File: src/rtl/skip_pkg.sv
package skip_pkg;
    localparam int DATA_W = 8;

    localparam logic [3:0] OP_ADD   = 4'd0;
    localparam logic [3:0] OP_SUB   = 4'd1;
    localparam logic [3:0] OP_AND   = 4'd2;
    localparam logic [3:0] OP_OR    = 4'd3;
    localparam logic [3:0] OP_XOR   = 4'd4;
    localparam logic [3:0] OP_SHL   = 4'd5;
    localparam logic [3:0] OP_SHR   = 4'd6;
    localparam logic [3:0] OP_ABSD  = 4'd7;
    localparam logic [3:0] OP_CMP   = 4'd8;
    localparam logic [3:0] OP_PASSB = 4'd9;

    localparam logic [3:0] BS_REG  = 4'd0;
    localparam logic [3:0] BS_IMM  = 4'd1;
    localparam logic [3:0] BS_MEM  = 4'd2;
    localparam logic [3:0] BS_SMP  = 4'd3;
    localparam logic [3:0] BS_PREV = 4'd4;

    localparam logic [3:0] CT_NONE = 4'd0;
    localparam logic [3:0] CT_SKZ  = 4'd1;
    localparam logic [3:0] CT_SKNZ = 4'd2;
    localparam logic [3:0] CT_SKN  = 4'd3;
    localparam logic [3:0] CT_SKC  = 4'd4;
    localparam logic [3:0] CT_SKA  = 4'd5;
    localparam logic [3:0] CT_WAKE = 4'd6;

    typedef struct packed {
        logic [3:0] op;
        logic [3:0] areg;
        logic [3:0] bsel;
        logic [7:0] imm;
        logic [3:0] dmask;
        logic [3:0] ctrl;
        logic [3:0] tag;
    } instr_t;

    typedef struct packed {
        logic z;
        logic n;
        logic c;
    } flags_t;
endpackage

File: src/rtl/skip_alu.sv
module skip_alu
    import skip_pkg::*;
(
    input  logic [3:0]        op,
    input  logic [DATA_W-1:0] a,
    input  logic [DATA_W-1:0] b,
    output logic [DATA_W-1:0] y,
    output flags_t            fl,
    output logic              upd
);
    localparam int SHW = $clog2(DATA_W);

    logic [DATA_W:0]   sum;
    logic [DATA_W:0]   diff;
    logic [DATA_W:0]   rdiff;
    logic              borrow;
    logic [SHW-1:0]    sh;

    always_comb begin
        sum    = {1'b0, a} + {1'b0, b};
        diff   = {1'b0, a} - {1'b0, b};
        rdiff  = {1'b0, b} - {1'b0, a};
        borrow = diff[DATA_W];
        sh     = b[SHW-1:0];
        y      = a;
        upd    = 1'b1;
        fl.c   = 1'b0;
        case (op)
            OP_ADD: begin
                y    = sum[DATA_W] ? '1 : sum[DATA_W-1:0];
                fl.c = sum[DATA_W];
            end
            OP_SUB: begin
                y    = borrow ? '0 : diff[DATA_W-1:0];
                fl.c = borrow;
            end
            OP_AND:   y = a & b;
            OP_OR:    y = a | b;
            OP_XOR:   y = a ^ b;
            OP_SHL:   y = a << sh;
            OP_SHR:   y = a >> sh;
            OP_ABSD: begin
                y    = borrow ? rdiff[DATA_W-1:0] : diff[DATA_W-1:0];
                fl.c = borrow;
            end
            OP_CMP: begin
                y    = a;
                fl.c = borrow;
            end
            OP_PASSB: y = b;
            default:  upd = 1'b0;
        endcase
        if (op == OP_CMP) begin
            fl.z = (diff[DATA_W-1:0] == '0);
            fl.n = diff[DATA_W-1];
        end else begin
            fl.z = (y == '0);
            fl.n = y[DATA_W-1];
        end
    end
endmodule

File: src/rtl/skip_sleep_ctl.sv
module skip_sleep_ctl
    import skip_pkg::*;
(
    input  logic       clk,
    input  logic       rst_n,
    input  logic       exec_en,
    input  logic [3:0] ctrl,
    input  logic [3:0] tag,
    input  flags_t     flags,
    output logic       asleep,
    output logic [3:0] saved_tag
);
    typedef struct packed {
        logic       asleep;
        logic [3:0] tag;
    } slp_t;

    slp_t st_d, st_q;
    logic cond;

    always_comb begin
        case (ctrl)
            CT_SKZ:  cond = flags.z;
            CT_SKNZ: cond = !flags.z;
            CT_SKN:  cond = flags.n;
            CT_SKC:  cond = flags.c;
            CT_SKA:  cond = 1'b1;
            default: cond = 1'b0;
        endcase
        st_d = st_q;
        if (exec_en) begin
            st_d.asleep = cond;
            if (cond) st_d.tag = tag;
        end
    end

    always_ff @(posedge clk or negedge rst_n) begin
        if (!rst_n) st_q <= '0;
        else        st_q <= st_d;
    end

    assign asleep    = st_q.asleep;
    assign saved_tag = st_q.tag;
endmodule

File: src/rtl/skip_store.sv
module skip_store
    import skip_pkg::*;
#(
    parameter int NREG      = 16,
    parameter int MEM_DEPTH = 128,
    localparam int IW = $clog2(NREG),
    localparam int AW = $clog2(MEM_DEPTH)
) (
    input  logic              clk,
    input  logic              rst_n,
    input  logic [IW-1:0]     ra_idx,
    input  logic [IW-1:0]     rb_idx,
    input  logic [AW-1:0]     maddr,
    output logic [DATA_W-1:0] ra_data,
    output logic [DATA_W-1:0] rb_data,
    output logic [DATA_W-1:0] mem_data,
    input  logic              we_a,
    input  logic              we_b,
    input  logic              we_m,
    input  logic [DATA_W-1:0] wdata
);
    typedef struct packed {
        logic [MEM_DEPTH-1:0][DATA_W-1:0] mem;
        logic [NREG-1:0][DATA_W-1:0]      rf;
    } store_t;

    store_t st_d, st_q;

    always_comb begin
        st_d = st_q;
        if (we_a) st_d.rf[ra_idx] = wdata;
        if (we_b) st_d.rf[rb_idx] = wdata;
        if (we_m) st_d.mem[maddr] = wdata;
    end

    always_ff @(posedge clk or negedge rst_n) begin
        if (!rst_n) st_q <= '0;
        else        st_q <= st_d;
    end

    assign ra_data  = st_q.rf[ra_idx];
    assign rb_data  = st_q.rf[rb_idx];
    assign mem_data = st_q.mem[maddr];
endmodule

File: src/rtl/skip_core.sv
module skip_core
    import skip_pkg::*;
#(
    parameter int NREG      = 16,
    parameter int MEM_DEPTH = 128
) (
    input  logic        clk,
    input  logic        rst_n,
    input  logic [31:0] instr,
    input  logic        prog_start,
    input  logic [7:0]  sample_in,
    output logic [7:0]  result_bus,
    output logic [7:0]  data_out
);
    localparam int IW = $clog2(NREG);
    localparam int AW = $clog2(MEM_DEPTH);

    typedef struct packed {
        flags_t            flags;
        logic [DATA_W-1:0] result;
        logic [DATA_W-1:0] dout;
    } core_t;

    core_t core_d, core_q;
    instr_t ins;

    logic [DATA_W-1:0] a_val, b_val, rb_data, mem_data, alu_y;
    flags_t            alu_fl;
    logic              alu_upd;
    logic              asleep, tag_hit, exec_en, go;
    logic [3:0]        saved_tag;
    logic              rf_we_a, rf_we_b, mem_we, out_we;

    assign ins = instr_t'(instr);

    skip_store #(.NREG(NREG), .MEM_DEPTH(MEM_DEPTH)) u_store (
        .clk      (clk),
        .rst_n    (rst_n),
        .ra_idx   (ins.areg[IW-1:0]),
        .rb_idx   (ins.imm[IW-1:0]),
        .maddr    (ins.imm[AW-1:0]),
        .ra_data  (a_val),
        .rb_data  (rb_data),
        .mem_data (mem_data),
        .we_a     (rf_we_a),
        .we_b     (rf_we_b),
        .we_m     (mem_we),
        .wdata    (alu_y)
    );

    always_comb begin
        case (ins.bsel)
            BS_REG:  b_val = rb_data;
            BS_IMM:  b_val = ins.imm;
            BS_MEM:  b_val = mem_data;
            BS_SMP:  b_val = sample_in;
            BS_PREV: b_val = core_q.result;
            default: b_val = '0;
        endcase
    end

    skip_alu u_alu (
        .op  (ins.op),
        .a   (a_val),
        .b   (b_val),
        .y   (alu_y),
        .fl  (alu_fl),
        .upd (alu_upd)
    );

    skip_sleep_ctl u_sleep (
        .clk       (clk),
        .rst_n     (rst_n),
        .exec_en   (exec_en),
        .ctrl      (ins.ctrl),
        .tag       (ins.tag),
        .flags     (core_q.flags),
        .asleep    (asleep),
        .saved_tag (saved_tag)
    );

    always_comb begin
        tag_hit = (ins.ctrl == CT_WAKE) && (ins.tag == saved_tag);
        exec_en = !asleep || prog_start || tag_hit;
        go      = exec_en && alu_upd;
        rf_we_a = go && ins.dmask[0];
        mem_we  = go && ins.dmask[1];
        out_we  = go && ins.dmask[2];
        rf_we_b = go && ins.dmask[3];

        core_d = core_q;
        if (go) begin
            core_d.flags  = alu_fl;
            core_d.result = alu_y;
        end
        if (out_we) core_d.dout = alu_y;
    end

    always_ff @(posedge clk or negedge rst_n) begin
        if (!rst_n) core_q <= '0;
        else        core_q <= core_d;
    end

    assign result_bus = core_q.result;
    assign data_out   = core_q.dout;
endmodule

File: config.mk
export PLATFORM = sky130hd
export DESIGN_NAME = skip_core
export DESIGN_NICKNAME = d
export VERILOG_FILES = /design/src/rtl/skip_pkg.sv /design/src/rtl/skip_alu.sv /design/src/rtl/skip_sleep_ctl.sv /design/src/rtl/skip_store.sv /design/src/rtl/skip_core.sv
export SDC_FILE = /design/constraint.sdc
export NUM_CORES = 2
export LEC_CHECK = 0
export BUFFER_PORTS_ARGS = -buffer_cell sky130_fd_sc_hd__buf_4
export CORE_ASPECT_RATIO = 0.5
export CORE_MARGIN = 1.5
export CORE_UTILIZATION = 55
export DETAILED_ROUTE_END_ITERATION = 16
export PLACE_DENSITY = 0.71
export RECOVER_POWER = 25
export SLEW_MARGIN = 20
export SYNTH_ARGS = -nofsm -noshare
export SYNTH_HDL_FRONTEND = slang
export SYNTH_SLANG_ARGS = --single-unit
File: constraint.sdc
create_clock -name clk -period 6.9 [get_ports clk]
set_clock_uncertainty 0.05 [all_clocks]
set_input_delay 0.345 -clock clk [delete_from_list [all_inputs] [get_ports clk]]
set_output_delay 0.345 -clock clk [all_outputs]
set_load 0.05 [all_outputs]
==> results.py <==
metrics = {
    "run_status": {
        "outcome": "finished, violations left",
        "violations": "capacitance limit, slew limit",
    },
    "critical_path": {
        "crit_fanout": 50,
        "worstSetupPathDepth": 25,
        "reg2reg_depth": 22,
        "r2r-end": "u_store.st_q[354]$_DFFE_PN0P_",
        "worstSetupEndpoint": "u_store.st_q[354]$_DFFE_PN0P_",
        "crit_buf_inv": 7,
        "cp_data_arrival_time_ns": 6.94,
        "cp_slowest_cell": "buf_8",
        "setup.worst_path.start": "instr[13]",
        "crit_family": "compound AO/OA/AOI/OAI gates",
        "worstPathRequired_ns": 7.44,
        "cp-start-kind": "input port",
        "worstReg2RegStart": "u_store.st_q[304]$_DFFE_PN0P_",
        "endpoint_kind": "flip-flop",
        "max_stage_delay_ns": 0.53,
        "critical_path_class": "in -> reg",
        "reg2reg_slack_ns": 0.55,
    },
    "floorplanning": {
        "start_util": 0.556,
        "ioPinCount": 59,
        "fp-row-count": 83,
        "die_w_um": 459,
        "die_area_um2": 106000,
        "coreArea_um2": 103000,
        "die_y_um": 231,
    },
    "synthesis": {
        "synth_compound_area_frac": 0.0484,
        "synth-simple-area-share": 0.0408,
        "async_flop_share": 1.00,
        "yosysTopAreaCell": "dfrtp_1",
        "synth_xor_xnor_area_share": 0.00291,
        "synth_top_area_share": 0.515,
        "synth_edf_count": 0,
        "synth_top_family_by_area": "multiplexers",
        "ys_seq_area_frac": 0.515,
        "synth_ff_type": "dfrtp_1",
        "syn-num-nets": 4071,
        "syn_inst": 3991,
        "ys_warn_count": 0,
        "postSynthAreaPerCell_um2": 14.3,
        "synthAdderAreaFrac": 0.00850,
        "synthMuxAreaShare": 0.355,
        "synth.distinct_cells": 84,
        "synth_seq_cells": 1176,
        "synth_area_leaders": "dfrtp_1, mux2_2, mux4_2",
        "syn-cell-area_um2": 57100,
    },
    "power_and_ir_drop": {
        "internal_power_mw": 12.4,
        "ir_worst_vdd_uv": 237,
        "p_clk_frac": 0.345,
        "p_sw_mw": 5.11,
        "power.density_nw_per_um2": 275,
        "leakage_nw": 29.4,
        "switching_share": 0.292,
        "pwr-share-comb": 0.206,
        "seqPwrFrac": 0.449,
    },
    "routing": {
        "ant_nets": 0,
        "drt_iter0_drc": 3503,
        "vias": 36200,
        "drc": 0,
        "vias_per_cell": 6.54,
        "drtPass1Iterations": 5,
        "avgRoutedWirePerCell_um": 28.8,
        "wl_um": 159000,
    },
    "sta": {
        "period_share": 0.927,
        "setup_tns_ns": 0,
        "fmax_ghz": 0.156,
        "slew_headroom": -2.73,
        "setup_viol": 0,
        "finalCriticalPeriod_ns": 6.40,
        "drv_slew": 109,
        "hold_violations": 0,
        "tightest_slew_ns": 5.59,
        "hold_ws_ns": 0.0643,
        "rsz0062_at_grt": "false",
    },
    "global_routing": {
        "grt_pass1_wl_um": 243000,
        "grt_max_degree": 196,
        "grtUsageTotal": 0.306,
        "antenna_found_initial": 5,
        "grt_pass1_vias": 37700,
        "overflow": 0,
    },
    "clock_network": {
        "clk_path_buf_depth": 3,
        "cts.repair.resized": 0,
        "cts.sinks": 1176,
        "root_buffer": "clkbuf_16",
        "numCtsBuffers": 104,
        "cts_setup_buffers": 0,
        "clk_pin_slew_ns": 0.06,
        "ctsHoldBuffers": 6,
        "cts_tree": "built",
        "clock_latency_ns": 0.72,
        "htreeDepth": 3,
    },
    "place": {
        "port_buffers": 58,
        "dpl_cell_area_um2": 60100,
        "routabilityCongestion": 0.923,
        "dpl.hpwl_um": 107000,
    },
    "final_layout": {
        "final_area_um2": 63700,
        "fin_nets": 4173,
        "final_cell_mix": "dfrtp_1, mux2_2, mux4_2",
        "syn_to_final_growth_pct": 11.4,
        "drive_gt1_frac": 0.446,
        "final_common_cell": "dfrtp_1",
        "diodes": 0,
    },
    "run": {
        "cap_violations": 1,
    },
    "worst_hold_path": {
        "min_path_type": "in -> reg",
    },
}
[kinds of logic after synthesis]
group,Yosys count
multiplexers,1459
flip-flops,1176
AND/OR/NAND/NOR,543
AO/OA/AOI/OAI,427
buffers and inverters,330
adder cells (fa/ha/maj),37
XOR/XNOR,19
[worst min-delay path: stages]
cell and delay [ns]:
buf_4 0.09, nor2_1 0.03, o221ai_1 0.06, o32ai_1 0.10, nand2b_1 0.14
[cells in the mapped netlist, drive strengths merged, types with 5 or more instances]
master	instances
xnor2	17
mux4	352
clkbuf	144
o21a	6
o31ai	7
a2111oi	7
dfrtp	1176
nand4	9
a21o	8
a211oi	11
nor2	328
or3	8
buf	151
o21bai	5
nand2	101
o211ai	21
nand3	26
a221oi	11
nand3b	5
a221o	6
and2	6
nor3	8
ha	34
mux2i	69
a311oi	5
mux2	1038
o21ai	45
a31oi	11
o221ai	9
nand2b	13
a21oi	182
o22a	5
inv	32
o22ai	23
and3	10
a22oi	30
nor2b	11
[per-stage QoR]
stage / instances / utilization / worst slack, ns / total power [mW]
3_5_place_dp: 5340 / 0.585 / 0.0649 / 11.6
6_report: 5532 / 0.619 / 0.502 / 17.5
2_1_floorplan: 3991 / - / 0.628 / 10.2
4_1_cts: 5531 / 0.620 / 0.724 / 17.6
5_1_grt: 5532 / 0.619 / 0.349 / 18.2
3_3_place_gp: 5340 / 0.585 / 0.0313 / 11.4
[routing by layer]
layer  up-vias  global-route usage  share of wire  wire length [µm]
li1      15100                   -              -                 -
met1     19300               0.435           0.43             67900
met2      1427               0.466           0.46             72500
met3       316              0.0707          0.084             13400
met4         2               0.105          0.035              5500
met5         -                   0       0.000082                13
[power groups by stage]
stage | combinational, mW | sequential, mW | clock [mW]
floorplan | 2.31 | 7.85 | 0
global placement | 3.50 | 7.93 | 0
detailed placement | 3.57 | 7.99 | 0
CTS | 3.59 | 7.86 | 6.12
global route | 3.84 | 7.94 | 6.39
finish | 3.61 | 7.88 | 6.05
[cell type report]
class	instances	area, µm²
tap	1360	1700
clock inverter	36	427
inverter	35	133
multi-input combinational	2485	26100
fill	7566	39200
clock buffer	149	3080
timing repair buffer	291	2760
sequential	1176	29400
[worst min-delay path by stage]
stage,startpoint,endpoint,slack (ns),cells past startpoint
finish,instr[6],u_sleep.asleep$_DFFE_PN0P_,0.06,5
global route,instr[6],u_sleep.asleep$_DFFE_PN0P_,0.1,4
CTS,instr[6],u_sleep.asleep$_DFFE_PN0P_,0.03,5
detailed placement,data_out[1]$_DFFE_PN0P_,data_out[1]$_DFFE_PN0P_,0.42,2
global placement,data_out[3]$_DFFE_PN0P_,data_out[3]$_DFFE_PN0P_,0.42,2
floorplan,rst_n,core_q[16]$_DFFE_PN0P_,-0.0006,0
[flip-flops by register name (all words and copies together) (netlist names)]
signal / flops
result_bus: 8
u_sleep.saved_tag: 4
u_sleep.asleep: 1
core_q: 3
u_store.st_q: 1152
data_out: 8
Note: power is estimated with default switching activity, not from simulation.
